File: src/rtl/twa_pkg.sv
package twa_pkg;
  localparam int TS_W = 16;
  localparam int NWIN = 4;

  typedef logic [TS_W-1:0] ts_t;

  typedef struct packed {
    ts_t lo;
    ts_t hi;
  } span_t;

  // a <= b on a wrapping counter: true when b-a is non-negative as a signed value
  function automatic logic ts_le(ts_t a, ts_t b);
    ts_t d;
    d = b - a;
    return ~d[TS_W-1];
  endfunction
endpackage

File: src/rtl/twa_slots.sv
module twa_slots import twa_pkg::*; #(
  parameter int NW = NWIN
) (
  input  logic              clk,
  input  logic              rst,
  input  ts_t               ts,
  input  logic              trig_stb,
  input  ts_t               trig_ofs,
  input  ts_t               trig_wid,
  input  ts_t               res_time,
  output logic [NW-1:0]     live,
  output span_t [NW-1:0]    win
);
  localparam int IW = (NW > 1) ? $clog2(NW) : 1;

  logic [NW-1:0] gone;
  logic          found;
  logic [IW-1:0] pick;
  ts_t           new_lo;

  assign new_lo = ts + trig_ofs;

  always_comb begin
    found = 1'b0;
    pick  = '0;
    for (int i = NW - 1; i >= 0; i--) begin
      if (!live[i]) begin
        found = 1'b1;
        pick  = IW'(i);
      end
    end
  end

  for (genvar g = 0; g < NW; g++) begin : g_rel
    ts_t limit;
    assign limit   = win[g].hi + res_time;
    assign gone[g] = live[g] && !ts_le(ts, limit);

    assert_release_R8: assert property (@(posedge clk) disable iff (rst)
      live[g] && !ts_le(ts, win[g].hi + res_time) |=> !live[g]);
  end

  always_ff @(posedge clk) begin
    if (rst) begin
      live <= '0;
    end else begin
      for (int i = 0; i < NW; i++) begin
        if (gone[i]) live[i] <= 1'b0;
      end
      if (trig_stb && found) begin
        live[pick]   <= 1'b1;
        win[pick].lo <= new_lo;
        win[pick].hi <= new_lo + trig_wid;
      end
    end
  end

  assert_alloc_grows_R3: assert property (@(posedge clk) disable iff (rst)
    trig_stb && !(&live) |=> $countones(live) == $countones($past(live & ~gone)) + 1);

  assert_full_ignore_R3: assert property (@(posedge clk) disable iff (rst)
    trig_stb && (&live) |=> $stable(win));
endmodule

File: src/rtl/twa_acc_win.sv
module twa_acc_win import twa_pkg::*; (
  input  logic  clk,
  input  logic  rst,
  input  logic  hit_stb,
  input  ts_t   hit_time,
  input  ts_t   res_time,
  output logic  acc_v,
  output span_t acc
);
  always_ff @(posedge clk) begin
    if (rst) begin
      acc_v <= 1'b0;
      acc   <= '0;
    end else begin
      acc_v <= hit_stb;
      if (hit_stb) begin
        acc.lo <= hit_time - res_time;
        acc.hi <= hit_time + res_time;
      end
    end
  end

  assert_span_sym_R4: assert property (@(posedge clk) disable iff (rst)
    hit_stb |=> acc_v && (ts_t'(acc.hi - acc.lo) == ts_t'($past(res_time) << 1)));
endmodule

File: src/rtl/twa_chan_cmp.sv
module twa_chan_cmp import twa_pkg::*; (
  input  logic  live,
  input  span_t win,
  input  span_t acc,
  output logic  match
);
  assign match = live && ts_le(acc.lo, win.hi) && ts_le(win.lo, acc.hi);
endmodule

File: src/rtl/trig_win_accept.sv
module trig_win_accept import twa_pkg::*; #(
  parameter int NW = NWIN,
  localparam int IW = (NW > 1) ? $clog2(NW) : 1
) (
  input  logic            clk,
  input  logic            rst,
  input  logic [TS_W-1:0] ts,
  input  logic            trig_stb,
  input  logic [TS_W-1:0] trig_ofs,
  input  logic [TS_W-1:0] trig_wid,
  input  logic            hit_stb,
  input  logic [TS_W-1:0] hit_time,
  input  logic [TS_W-1:0] res_time,
  output logic            accept,
  output logic [IW-1:0]   accept_idx
);
  logic [NW-1:0]  live;
  span_t [NW-1:0] win;
  logic           acc_v;
  span_t          acc;
  logic [NW-1:0]  match;
  logic [IW-1:0]  first;

  twa_slots #(.NW(NW)) i_slots (
    .clk(clk), .rst(rst), .ts(ts), .trig_stb(trig_stb),
    .trig_ofs(trig_ofs), .trig_wid(trig_wid), .res_time(res_time),
    .live(live), .win(win)
  );

  twa_acc_win i_accw (
    .clk(clk), .rst(rst), .hit_stb(hit_stb), .hit_time(hit_time),
    .res_time(res_time), .acc_v(acc_v), .acc(acc)
  );

  for (genvar g = 0; g < NW; g++) begin : g_chan
    twa_chan_cmp i_cmp (
      .live(live[g]), .win(win[g]), .acc(acc), .match(match[g])
    );
  end

  always_comb begin
    first = '0;
    for (int i = NW - 1; i >= 0; i--) begin
      if (match[i]) first = IW'(i);
    end
  end

  always_ff @(posedge clk) begin
    if (rst) begin
      accept     <= 1'b0;
      accept_idx <= '0;
    end else begin
      accept     <= acc_v && (|match);
      accept_idx <= (acc_v && (|match)) ? first : '0;
    end
  end

  assert_accept_after_hit_R6: assert property (@(posedge clk) disable iff (rst)
    accept |-> $past(hit_stb, 2));

  assert_idx_idle_R7: assert property (@(posedge clk) disable iff (rst)
    !accept |-> accept_idx == '0);

  assert_idx_live_R5: assert property (@(posedge clk) disable iff (rst)
    accept |-> |($past(live) & (NW'(1) << accept_idx)));

  assert_reset_quiet_R1: assert property (@(posedge clk)
    $past(rst) |-> !accept && accept_idx == '0);
endmodule

File: config.mk
export PLATFORM = sky130hd
export DESIGN_NAME = trig_win_accept
export DESIGN_NICKNAME = d
export VERILOG_FILES = /design/src/rtl/twa_pkg.sv /design/src/rtl/twa_slots.sv /design/src/rtl/twa_acc_win.sv /design/src/rtl/twa_chan_cmp.sv /design/src/rtl/trig_win_accept.sv
export SDC_FILE = /design/constraint.sdc
export NUM_CORES = 1
export LEC_CHECK = 0
export BUFFER_PORTS_ARGS = -buffer_cell sky130_fd_sc_hd__buf_2
export CAP_MARGIN = 10
export CORE_ASPECT_RATIO = 0.9
export CORE_MARGIN = 3
export CORE_UTILIZATION = 57
export DETAILED_ROUTE_END_ITERATION = 16
export GPL_TIMING_DRIVEN = 0
export PLACE_DENSITY = 0.78
export SLEW_MARGIN = 0
export SYNTH_ARGS = -nofsm -noshare
export SYNTH_HDL_FRONTEND = slang
export SYNTH_SLANG_ARGS = --single-unit
File: constraint.sdc
create_clock -name clk -period 4 [get_ports clk]
set_clock_uncertainty 0.05 [all_clocks]
set_input_delay 0.2 -clock clk [delete_from_list [all_inputs] [get_ports clk]]
set_output_delay 0.2 -clock clk [all_outputs]
set_load 0.005 [all_outputs]
# == Yosys cells after proc, flatten, opt, wreduce, memory -nomap -nowiden ==
# Cells that the tools add are included.
# totals
register_bits,168
latchBits,0
ramBits,0
mem_bits_ro,0
inputBits,84
output_inout_bits,3
n_memories,0
# op_classes
addsub,20
multipliers,0
div_mod_pow,0
magnitude_cmp,2
eq_ne,0
n_shift,0
n_mux,28
bitwise_logic,11
n_reduce_logical,19
# op_table
cell,count
bitwise mux 128 bit,2
subtractor 16 bit,13
demux 32 bit (select 2 bit),2
adder 16 bit,7
2-to-1 mux 32 bit,1
2-to-1 mux 16 bit,1
logical AND 1 bit,15
2-to-1 mux 1 bit,14
2-to-1 mux 2 bit,6
NOT 1 bit,10
OR reduction 4 bit,2
2-to-1 mux 4 bit,1
OR 4 bit,1
"less-than comparator 2 x 3 -> 1 bit, second input constant",1
OR reduction 3 bit,1
demux 1 bit (select 2 bit),1
">= comparator 2 x 1 -> 1 bit, second input constant",1
AND reduction 2 bit,1

# == Depth between registers and ports, before layout ==
# logic_depth
word_depth,10
ltp_mapped,18
ltp_nobuf,18

# == Cells and area by module ==
# Synthesis repeated with hierarchy kept, for this count alone.
# unflattened
hier_cells,1546
hier_area_um2,14497.7
# modules_own_cells
mod,instances,cells_each,area_each_um2
twa_slots,1,778,8808.4
twa_chan_cmp,4,112,752.0
twa_acc_win,1,309,2560.0
trig_win_accept,1,11,121.4

# == Worst setup path before layout ==
# Ideal clock, no wire load.
# synth_timing
path_type,input to register
from,input port ts[0]
to,register i_slots.win[15] (netlist name)
setup_ns,0.265
arrival_ns,3.586
required_time_ns,3.685
setup_slack_ns,0.099
stages,16
n_path_buf,0
path_cell_list,ha_1 fa_1 a21o_1 a21oi_1 o21bai_1 a31oi_1 o21ai_0 xor2_1 ha_1 a21o_1 or3_1 a211o_1 and3_1 a311oi_1 xor2_1 nor2_1
# synth_via
elab_chain_cells,3
# synth_lines
item,line,text
start: declaration,trig_win_accept.sv:7,"input logic [TS_W-1:0] ts,"
adder 16 bit,twa_slots.sv:21,assign new_lo = ts + trig_ofs;
named net i_slots.new_lo[10],twa_slots.sv:19,ts_t new_lo;
adder 16 bit,twa_slots.sv:53,win[pick].hi <= new_lo + trig_wid;
bitwise mux 128 bit,twa_slots.sv:53,
# The timed path passes the listed nets, and every way through them passes these cells.
# A chain may end at the register's enable or synchronous reset.

# == Worst setup path after layout ==
# layout_timing
from,input port ts[0]
to,register i_slots.win[11] (netlist name)
# layout_via
elab_chain_cells,3
# layout_lines
item,line
adder 16 bit,twa_slots.sv:21
named net i_slots.new_lo[6],twa_slots.sv:19
adder 16 bit,twa_slots.sv:53
bitwise mux 128 bit,twa_slots.sv:53
# The timed path passes the listed nets, and every way through them passes these cells.

==> impl_metrics.tcl <==
set metrics [dict create \
    outcome "finished clean" \
    cp_top_family "compound AO/OA/AOI/OAI gates" \
    ctsHtreeMaxLevel 4 \
    critPathRequiredTime_ns 4.13 \
    first_global_vias 10700 \
    yosys_warnings 0 \
    vdd_drop_max_mv 0.270 \
    multiInputGateArea_mm2 0.00850 \
    floorplan.initialDensity_pct 59.1 \
    number_of_synthesized_flops_with_an_enable_pin 128 \
    p_int_mw 3.78 \
    p_sw_mw 2.16 \
    swShare_pct 36.3 \
    drt.antenna.violating_nets 0 \
    clock_tree.buffer_depth 2 \
    hold_violations 0 \
    critPathCaptureType "flip-flop" \
    flop_pwr_share_pct 35.4 \
    clock-sinks 167 \
    die_y_um 155 \
    io_pins 87 \
    timing.final.crit_period_ns 3.90 \
    synth_async_sr_flop_share_pct 0 \
    min_path_type "in -> reg" \
    layout_common_cells "sky130_fd_sc_hd__inv_1, sky130_fd_sc_hd__ha_1, sky130_fd_sc_hd__nor2_1, sky130_fd_sc_hd__edfxtp_1, sky130_fd_sc_hd__buf_2" \
    criticalPathCategory "in -> reg" \
    layout-drive-gt1-share_pct 10.3 \
    buffer_ports.inserted 85 \
    dp.cells 1852 \
    max_incr_delay_on_cp_ns 0.43 \
    synthesis.area_mm2 0.0141 \
    leakagePower_nw 7.48 \
    synth_top_cell_by_area "sky130_fd_sc_hd__edfxtp_1" \
    cap_viol_max_count 0 \
    synth.top_cells.by_area "sky130_fd_sc_hd__edfxtp_1, sky130_fd_sc_hd__ha_1, sky130_fd_sc_hd__fa_1" \
    drtPass1Iterations 5 \
    comb_power_share_pct 35.8 \
    timing_max_transition_violations_final 0 \
    drt-initial-drc-count 993 \
    worstPathCellList "buf_2 -> ha_1 -> fa_2 -> a21o_1 -> a21oi_4 -> o21bai_2 -> a21oi_1 -> xnor2_1 -> ha_1 -> o21ai_0 -> nor3_2 -> nor2_1 -> o21ai_0 -> a31oi_1 -> xnor2_1 -> nor2_1" \
    synth_cell_type_count 61 \
    area_growth_syn_to_layout_pct 11.9 \
    syn-mean-instance-area_um2 9.66 \
    totalWireLength_mm 37.3 \
    core_mm2 0.0239 \
    timing.max_slew.rel_slack_pct 33.1 \
    grtUsageTotal_pct 28.3 \
    power_share_of_the_clock_group_pct 28.8 \
    filler_cell_count 1911 \
    tritoncts_clock_tree "built" \
    setup_viol 0 \
    clkLatencyLatePin_ns 0.44 \
    crit_path_buf_inv_count 1 \
    layout_commonest_cell "sky130_fd_sc_hd__inv_1" \
    post-route-drc-count 0 \
    cp.arrival_ns 4.02 \
    root_buffer "sky130_fd_sc_hd__clkbuf_16" \
    cts-buffers-inserted 17 \
    cp_max_delay_cell "sky130_fd_sc_hd__nor3_2" \
    tightest_slew_ns 0.978 \
    dp_hpwl_mm 30.2 \
    min_period_over_period_pct 97.4 \
    yosys.area.top_type_share_pct 27.2 \
    gr-total-overflow 0 \
    antenna_cells 0 \
    final_nets 1950 \
    synth_cells 1461 \
    area_of_all_placed_cells_without_fillers_mm2 0.0158 \
    ys_ff_latch 167 \
    reg2regPathDepth 10 \
    gp_congestion 0.935 \
    dpl_cell_area_mm2 0.0150 \
    achievable-frequency_mhz 257 \
    row_count 53 \
    critical_path_cell_count 16 \
    critical_path.startpoint_type "input port" \
    num_vias 11000 \
    sequential_cell_area_mm2 0.00462 \
    power_density_mw_per_mm2 376 \
    floorplan.die.width_um 172 \
    grt_first_pass_wirelength_mm 57.7 \
    setup_tns_final_ns 0 \
    synth_seq_area_share_pct 32.8 \
    min_path_cells 2 \
    synth_top_flop_cell "sky130_fd_sc_hd__edfxtp_1" \
    floorplan.die_area_mm2 0.0267 \
    utilization_pct 66.1 \
    mappedNetlistNets 1839 \
    via_per_inst 5.84 \
    post_layout_nonfiller_instances 1887 \
    cp_max_fo 5 \
    post_drt_wl_per_cell_um 19.8 \
    pin_count_of_the_biggest_net_entering_global_routing 22 \
    grt_antenna_before_repair 1 \
    cts.reportedPaths.clkPinSlew_ns 0.08 \
]
==> sequential cells by signal, indices dropped and copies added, names as in the netlist <==
register      count
i_slots.win     128
accept_idx        2
i_accw.acc_v      1
i_accw.acc       31
accept            1
i_slots.live      4
==> cell usage after synthesis (24+ instances only) <==
| cell | n |
|---|---|
| sky130_fd_sc_hd__inv_1 | 276 |
| sky130_fd_sc_hd__ha_1 | 234 |
| sky130_fd_sc_hd__nor2_1 | 145 |
| sky130_fd_sc_hd__edfxtp_1 | 128 |
| sky130_fd_sc_hd__a21oi_1 | 73 |
| sky130_fd_sc_hd__o21ai_0 | 63 |
| sky130_fd_sc_hd__fa_1 | 60 |
| sky130_fd_sc_hd__xnor2_1 | 52 |
| sky130_fd_sc_hd__nand2_1 | 47 |
| sky130_fd_sc_hd__dfxtp_1 | 39 |
| sky130_fd_sc_hd__a21o_1 | 29 |
| sky130_fd_sc_hd__a211oi_1 | 28 |
| sky130_fd_sc_hd__xor2_1 | 24 |
==> stage by stage <==
stage | hold slack [ns] | setup WS, ns | power [mW]
global route | 0.151 | -0.0649 | 6.24
detailed placement | 0.437 | -1.09 | 4.14
finish | 0.134 | 0.104 | 5.94
CTS | 0.137 | 0.00370 | 5.86
floorplan | 0.355 | 0.0991 | 3.48
global placement | 0.411 | -1.03 | 4.05
==> what timing repair did <==
item	CTS	global route
endpoints found under the setup margin	27	32
pin swaps	1	3
buffers inserted	2	1
hold buffers	0	0
gates resized for setup	7	16
==> path summary, 6_finish.rpt <==
check	start	end	slack, ns
hold / removal	trig_ofs[0]	i_slots.win[112]$_DFFE_PP_	0.13
hold reg to reg	i_accw.acc[17]$_SDFFE_PP0P_	i_accw.acc[17]$_SDFFE_PP0P_	0.45
setup reg to reg	i_accw.acc[25]$_SDFFE_PP0P_	accept$_SDFF_PP0_	0.58
setup / recovery	ts[0]	i_slots.win[11]$_DFFE_PP_	0.10
==> routing by layer <==
metal	global-route usage, %	part of all wire [%]	vias to the layer above
met5	0	0.040	-
met1	41.3	44	5205
met4	8.55	2.9	2
met2	43.6	44	494
li1	-	-	5253
met3	4.93	9.2	72
==> layout make-up <==
cell class              instances  area share (%)
flip-flops and latches        167            29.3
well taps                     302            2.39
repair buffers                 92            3.49
clock buffers                  18            2.72
clock inverters                14            1.04
inverters                     276            6.56
multi-input cells             990            53.8
plain buffers                  28           0.697
==> cell families after synthesis <==
family,after synthesis,share of synthesized area [%]
fa+ha+maj,294,29.3
xor+xnor,76,4.72
mux,10,0.710
compound gates,297,14.0
buf+inv,304,8.12
simple gates,313,10.4
flops,167,32.8
==> power by group through the flow <==
stage	logic, mW	clock network, mW	registers [mW]
3_3_place_gp	1.91	0	2.14
5_1_grt	2.36	1.77	2.11
2_1_floorplan	1.37	0	2.11
3_5_place_dp	2.00	0	2.14
6_report	2.13	1.71	2.10
4_1_cts	2.06	1.70	2.10
(Power assumes the default switching activity.)
